$ cat config.mk
export PLATFORM = sky130hd
export DESIGN_NAME = fmw_decoder
export DESIGN_NICKNAME = d
export VERILOG_FILES = /design/src/rtl/fmw_pkg.sv /design/src/rtl/fmw_freq_bank.sv /design/src/rtl/fmw_recalc_q.sv /design/src/rtl/fmw_decoder.sv
export SDC_FILE = /design/constraint.sdc
export NUM_CORES = 1
export LEC_CHECK = 0
export ABC_CLOCK_PERIOD_IN_PS = 1000
export BUFFER_PORTS_ARGS = -buffer_cell sky130_fd_sc_hd__buf_2
export CORE_MARGIN = 2
export CORE_UTILIZATION = 48
export DETAILED_ROUTE_END_ITERATION = 6
export GPL_TIMING_DRIVEN = 0
export PLACE_DENSITY_LB_ADDON = 0.12
export SYNTH_ARGS = -nofsm -noshare
export SYNTH_HDL_FRONTEND = slang
export SYNTH_SLANG_ARGS = --single-unit
$ cat constraint.sdc
create_clock -name clk -period 1 [get_ports clk]
set_input_delay 0.1 -clock clk [delete_from_list [all_inputs] [get_ports clk]]
set_output_delay 0.1 -clock clk [all_outputs]
set_load 0.01 [all_outputs]
$ cat src/rtl/fmw_pkg.sv
package fmw_pkg;
  localparam logic [7:0] A_TMR = 8'h27;
  localparam logic [7:0] A_KEY = 8'h28;
  localparam logic [7:0] A_FLO = 8'hA0;
  localparam logic [7:0] A_FHI = 8'hA4;
  localparam logic [7:0] A_SLO = 8'hA8;
  localparam logic [7:0] A_SHI = 8'hAC;
  localparam logic [7:0] A_ALG = 8'hB0;
  localparam int FNUM_W = 11;
  localparam int BLK_W  = 3;
endpackage

$ cat src/rtl/fmw_freq_bank.sv
module fmw_freq_bank #(
  parameter int N  = 6,
  parameter int IW = 3
) (
  input  logic                           clk,
  input  logic                           rst_n,
  input  logic                           hi_we,
  input  logic                           lo_we,
  input  logic [IW-1:0]                  idx,
  input  logic [7:0]                     data,
  output logic [N*fmw_pkg::FNUM_W-1:0]   fnum_o,
  output logic [N*fmw_pkg::BLK_W-1:0]    blk_o,
  output logic [N-1:0]                   commit_o
);
  import fmw_pkg::*;

  for (genvar gi = 0; gi < N; gi++) begin : g_slot
    logic [7:0] hold_q;
    assign commit_o[gi] = lo_we && (idx == IW'(gi));

    always_ff @(posedge clk or negedge rst_n) begin
      if (!rst_n) begin
        hold_q                          <= '0;
        fnum_o[gi*FNUM_W +: FNUM_W]     <= '0;
        blk_o[gi*BLK_W +: BLK_W]        <= '0;
      end else begin
        if (hi_we && (idx == IW'(gi)))
          hold_q <= data;
        if (commit_o[gi]) begin
          blk_o[gi*BLK_W +: BLK_W]      <= hold_q[5:3];
          fnum_o[gi*FNUM_W +: FNUM_W]   <= {hold_q[2:0], data};
        end
      end
    end
  end
endmodule

$ cat src/rtl/fmw_recalc_q.sv
module fmw_recalc_q #(
  parameter int N = 24
) (
  input  logic         clk,
  input  logic         rst_n,
  input  logic [N-1:0] set_i,
  input  logic [N-1:0] ack_i,
  output logic [N-1:0] pend_o
);
  always_ff @(posedge clk or negedge rst_n) begin
    if (!rst_n) pend_o <= '0;
    else        pend_o <= (pend_o & ~ack_i) | set_i;
  end
endmodule

$ cat src/rtl/fmw_decoder.sv
module fmw_decoder #(
  parameter  int NCH  = 6,
  parameter  int OPS  = 4,
  parameter  int SUP  = 3,
  parameter  int SPC  = 2,
  parameter  int CH_W = 3,
  localparam int NOPS = NCH * OPS
) (
  input  logic                          clk,
  input  logic                          rst_n,
  input  logic                          wr_valid,
  output logic                          wr_ready,
  input  logic [7:0]                    wr_addr,
  input  logic [CH_W-1:0]               wr_chan,
  input  logic [7:0]                    wr_data,
  output logic [5:0]                    tmr_ctrl,
  output logic [1:0]                    sp_mode,
  output logic [NOPS-1:0]               key_on,
  output logic [NCH*fmw_pkg::FNUM_W-1:0] chan_fnum,
  output logic [NCH*fmw_pkg::BLK_W-1:0]  chan_block,
  output logic [SUP*fmw_pkg::FNUM_W-1:0] sup_fnum,
  output logic [SUP*fmw_pkg::BLK_W-1:0]  sup_block,
  output logic [NCH*3-1:0]              alg,
  output logic [NCH*3-1:0]              fb,
  output logic [NOPS-1:0]               recalc_pend,
  input  logic [NOPS-1:0]               recalc_ack
);
  import fmw_pkg::*;

  localparam int SUP_BASE = SPC * OPS;

  logic            acc;
  logic            mode_chg;
  logic [NCH-1:0]  ch_commit;
  logic [SUP-1:0]  sup_commit;
  logic [NOPS-1:0] pend_set;
  logic [2:0]      key_ch;

  assign wr_ready = 1'b1;
  assign acc      = wr_valid && wr_ready;
  assign mode_chg = acc && (wr_addr == A_TMR) && (wr_data[7:6] != sp_mode);
  assign key_ch   = wr_data[2:0];

  always_ff @(posedge clk or negedge rst_n) begin
    if (!rst_n) begin
      tmr_ctrl <= '0;
      sp_mode  <= '0;
    end else if (acc && (wr_addr == A_TMR)) begin
      tmr_ctrl <= wr_data[5:0];
      sp_mode  <= wr_data[7:6];
    end
  end

  always_ff @(posedge clk or negedge rst_n) begin
    if (!rst_n) begin
      key_on <= '0;
    end else if (acc && (wr_addr == A_KEY) && (int'(key_ch) < NCH)) begin
      for (int o = 0; o < OPS; o++)
        key_on[int'(key_ch) * OPS + o] <= wr_data[4 + o];
    end
  end

  for (genvar gc = 0; gc < NCH; gc++) begin : g_alg
    always_ff @(posedge clk or negedge rst_n) begin
      if (!rst_n) begin
        alg[gc*3 +: 3] <= '0;
        fb[gc*3 +: 3]  <= '0;
      end else if (acc && (wr_addr == A_ALG) && (wr_chan == CH_W'(gc))) begin
        alg[gc*3 +: 3] <= wr_data[2:0];
        fb[gc*3 +: 3]  <= wr_data[5:3];
      end
    end
  end

  fmw_freq_bank #(.N(NCH), .IW(CH_W)) u_chan_bank (
    .clk      (clk),
    .rst_n    (rst_n),
    .hi_we    (acc && (wr_addr == A_FHI)),
    .lo_we    (acc && (wr_addr == A_FLO)),
    .idx      (wr_chan),
    .data     (wr_data),
    .fnum_o   (chan_fnum),
    .blk_o    (chan_block),
    .commit_o (ch_commit)
  );

  fmw_freq_bank #(.N(SUP), .IW(CH_W)) u_sup_bank (
    .clk      (clk),
    .rst_n    (rst_n),
    .hi_we    (acc && (wr_addr == A_SHI)),
    .lo_we    (acc && (wr_addr == A_SLO)),
    .idx      (wr_chan),
    .data     (wr_data),
    .fnum_o   (sup_fnum),
    .blk_o    (sup_block),
    .commit_o (sup_commit)
  );

  always_comb begin
    pend_set = '0;
    for (int c = 0; c < NCH; c++)
      if (ch_commit[c]) pend_set[c*OPS +: OPS] = '1;
    for (int s = 0; s < SUP; s++)
      if ((sup_commit[s] && (sp_mode != 2'd0)) || mode_chg)
        pend_set[SUP_BASE + s] = 1'b1;
  end

  fmw_recalc_q #(.N(NOPS)) u_queue (
    .clk    (clk),
    .rst_n  (rst_n),
    .set_i  (pend_set),
    .ack_i  (recalc_ack),
    .pend_o (recalc_pend)
  );
endmodule

==> results.json <==
{
  "mostFrequentLayoutCells": "dfrtp_1 (271), buf_2 (180), mux2_2 (173), buf_6 (126), buf_4 (107)",
  "cts_sinks": 272,
  "violations": "negative hold slack, negative setup slack",
  "cp.arrival_ns": 1.85,
  "diodes": 0,
  "skew_ns": 0.00579,
  "synth_top_area_share_pct": 64.8,
  "port_buffers": 262,
  "utilization_pct": 76.2,
  "drc": 0,
  "gr-usage-met3_pct": 5.70,
  "status": "finished, violations left",
  "nNetsFinal": 1215,
  "final_antenna_net_count": 0,
  "crit_chain": "buf_8, or3_4, or4_4, nor3b_4, buf_6, mux2_4",
  "rows": 54,
  "synth_area_mm2": 0.0105,
  "drive_gt1_share_pct": 68.4,
  "seq_area_frac_synth_pct": 64.8,
  "final_common_cell": "dfrtp_1",
  "power.total_mw": 22.8,
  "synth.area.top_cells": "dfrtp_1 (65%), mux2_2 (26%), o21ai_0 (1.0%)",
  "ys.flop_type": "dfrtp_1",
  "crit_buf_inv": 2,
  "post-dp-hpwl_um": 18200,
  "track_usage_pct": 25.4,
  "hold_class": "in -> async",
  "grt_pass1_wl_um": 46000,
  "synth_edf_count": 0,
  "antenna_found_initial": 1,
  "async_reset_ff_share_pct": 100,
  "leakagePower_nw": 8.89,
  "gp_congestion": 0.816,
  "cp_max_fo": 4,
  "cts_buffers": 29,
  "cts-root-buf": "clkbuf_16",
  "setup_tns_ns": -89.30,
  "rsz0062_at_grt": "true",
  "synth_fp_nets": 727,
  "boundaryPins": 265,
  "overflow": 0,
  "hold_viol": 73,
  "maxSlewViolCount": 0,
  "place_ws_ns": -1.52,
  "slowest_delay_ns": 0.60,
  "worstSkewPairLatency_ns": 0.53,
  "period_share_pct": 143,
  "routedWlPerCell_um": 20.7,
  "max_cap_viol_count": 0,
  "setup_ws_ns": -0.435,
  "grt_max_degree": 110,
  "clk_path_buf_depth": 3,
  "vdd_ir_drop_max_uv": 1420,
  "first_pass_iters": 4,
  "power_density_mw_per_mm2": 1390,
  "worst_slew_pin_slew_ns": 0.982,
  "start_util_pct": 48.6,
  "finalNonFillerCells": 1469,
  "fin_hold_ws_ns": -0.459,
  "vias_per_cell": 5.10,
  "synth_top_area_cell": "dfrtp_1",
  "tritoncts": "yes",
  "setup_viol": 469,
  "busiest_layer": "met2",
  "wirelength_um": 30400,
  "grt_pass1_vias": 7801,
  "yosys_warnings": 0,
  "num_vias": 7494,
  "relSlewSlack_pct": 34.5,
  "synth_cell_types": 40,
  "worstSetupEndpointType": "flip-flop",
  "die_area_mm2": 0.0231,
  "ys_seq_elements": 272,
  "crit_family": "simple AND/OR/NAND/NOR gates",
  "drtIter0Drc": 338,
  "clock.fmax_mhz": 697,
  "fp.dieW_um": 152,
  "area_delta_synth_final_pct": 56.8,
  "slowest_stage": "or4_4",
  "cts_htree_levels": 1,
  "use_met1_pct": 34.3,
  "layout_min_cycle_time_ns": 1.43,
  "path_clk_slew_ns": 0.06,
  "avgSynthCellArea_um2": 15.4,
  "cp-start-kind": "input pin",
  "dp_cells": 1225,
  "die_h_um": 152,
  "netlist_instances": 681,
  "core_mm2": 0.0216,
  "cp.required_ns": 1.42,
  "use_met2_pct": 42.5,
  "path_class": "in -> reg"
}
==> synthesized netlist by cell type (3+ instances only) <==
cell	count
and3_1	6
o21ai_0	22
nand3_1	5
mux2_1	4
nor2_1	6
dfrtp_1	272
nand2_2	5
buf_2	11
inv_1	24
buf_6	3
nand3b_1	3
nor4_1	4
clkbuf_1	23
nand2b_1	3
nand2_1	12
nor2b_1	3
mux2_2	243
==> layer usage <==
layer,vias to the layer above,routed length [um]
met4,2,646
met2,211,15100
met3,46,1810
li1,3351,-
met1,3884,12800
met5,-,7
==> where the power goes <==
part           total [mW]  leakage [nW]  switching [mW]  internal (mW)
logic                1.22          4.64           0.716          0.500
clock network        10.5         0.460            4.32           6.16
registers            11.1          3.79          0.0475           11.1
total                22.8          8.89            5.08           17.7
==> final cells by class <==
class	instances	area [um^2]
Inverter	24	90.1
Clock inverter	8	71.3
Fill cell	1333	5150
Multi-Input combinational cell	347	4200
Sequential cell	272	6810
Tap cell	280	350
Clock buffer	43	858
Buffer	32	267
Timing Repair Buffer	463	3830
==> sequential cells by signal (all words and copies together) (netlist names), 24 cells and up <==
register / cells
key_on: 24
u_chan_bank.fnum_o: 66
u_sup_bank.fnum_o: 33
u_chan_bank.g_slot.hold_q: 36
u_queue.pend_o: 24
==> through the flow <==
step / hold WS, ns / instance area, um^2
floorplan: -0.196 / 11000
global placement: 0.264 / 12700
detailed placement: 0.123 / 12700
CTS: -0.442 / 15800
global route: -0.412 / 16500
finish: -0.459 / 16500
==> final timing paths <==
check	end	cells after the start	slack, ns	startpoint
min in group clk	key_on[9]	3	0	wr_data[0]
worst min-delay path	fb[12]	1	-0.46	rst_n
worst min register to register	alg[16]	1	0.50	alg[16]
worst max-delay path	key_on[14]	6	-0.43	wr_addr[0]
max in group asynchronous	alg[2]	2	0.48	rst_n
worst max register to register	u_queue.pend_o[9]	4	-0.22	sp_mode[1]
==> what timing repair did <==
item,in CTS,in global routing
endpoints found under the hold margin,121,79
resized for setup,188,62
pin swaps,26,19
endpoints found under the setup margin,469,485
gates cloned,5,0
buffers inserted,101,62
hold buffers,33,1
==> cell families (layout without fill, tap and decap cells) <==
group	count (synthesis)	in the layout	share of synthesized area, %
AOI/OAI and AO/OA	26	26	1.31
xor gates and xnor gates	2	2	0.167
buffers and inverters	63	570	2.67
DFF	272	272	64.8
muxes	247	247	26.5
other	1	1	0.0357
and+or+nand+nor	70	71	4.52
No activity file was read; power rests on OpenSTA's default activity.
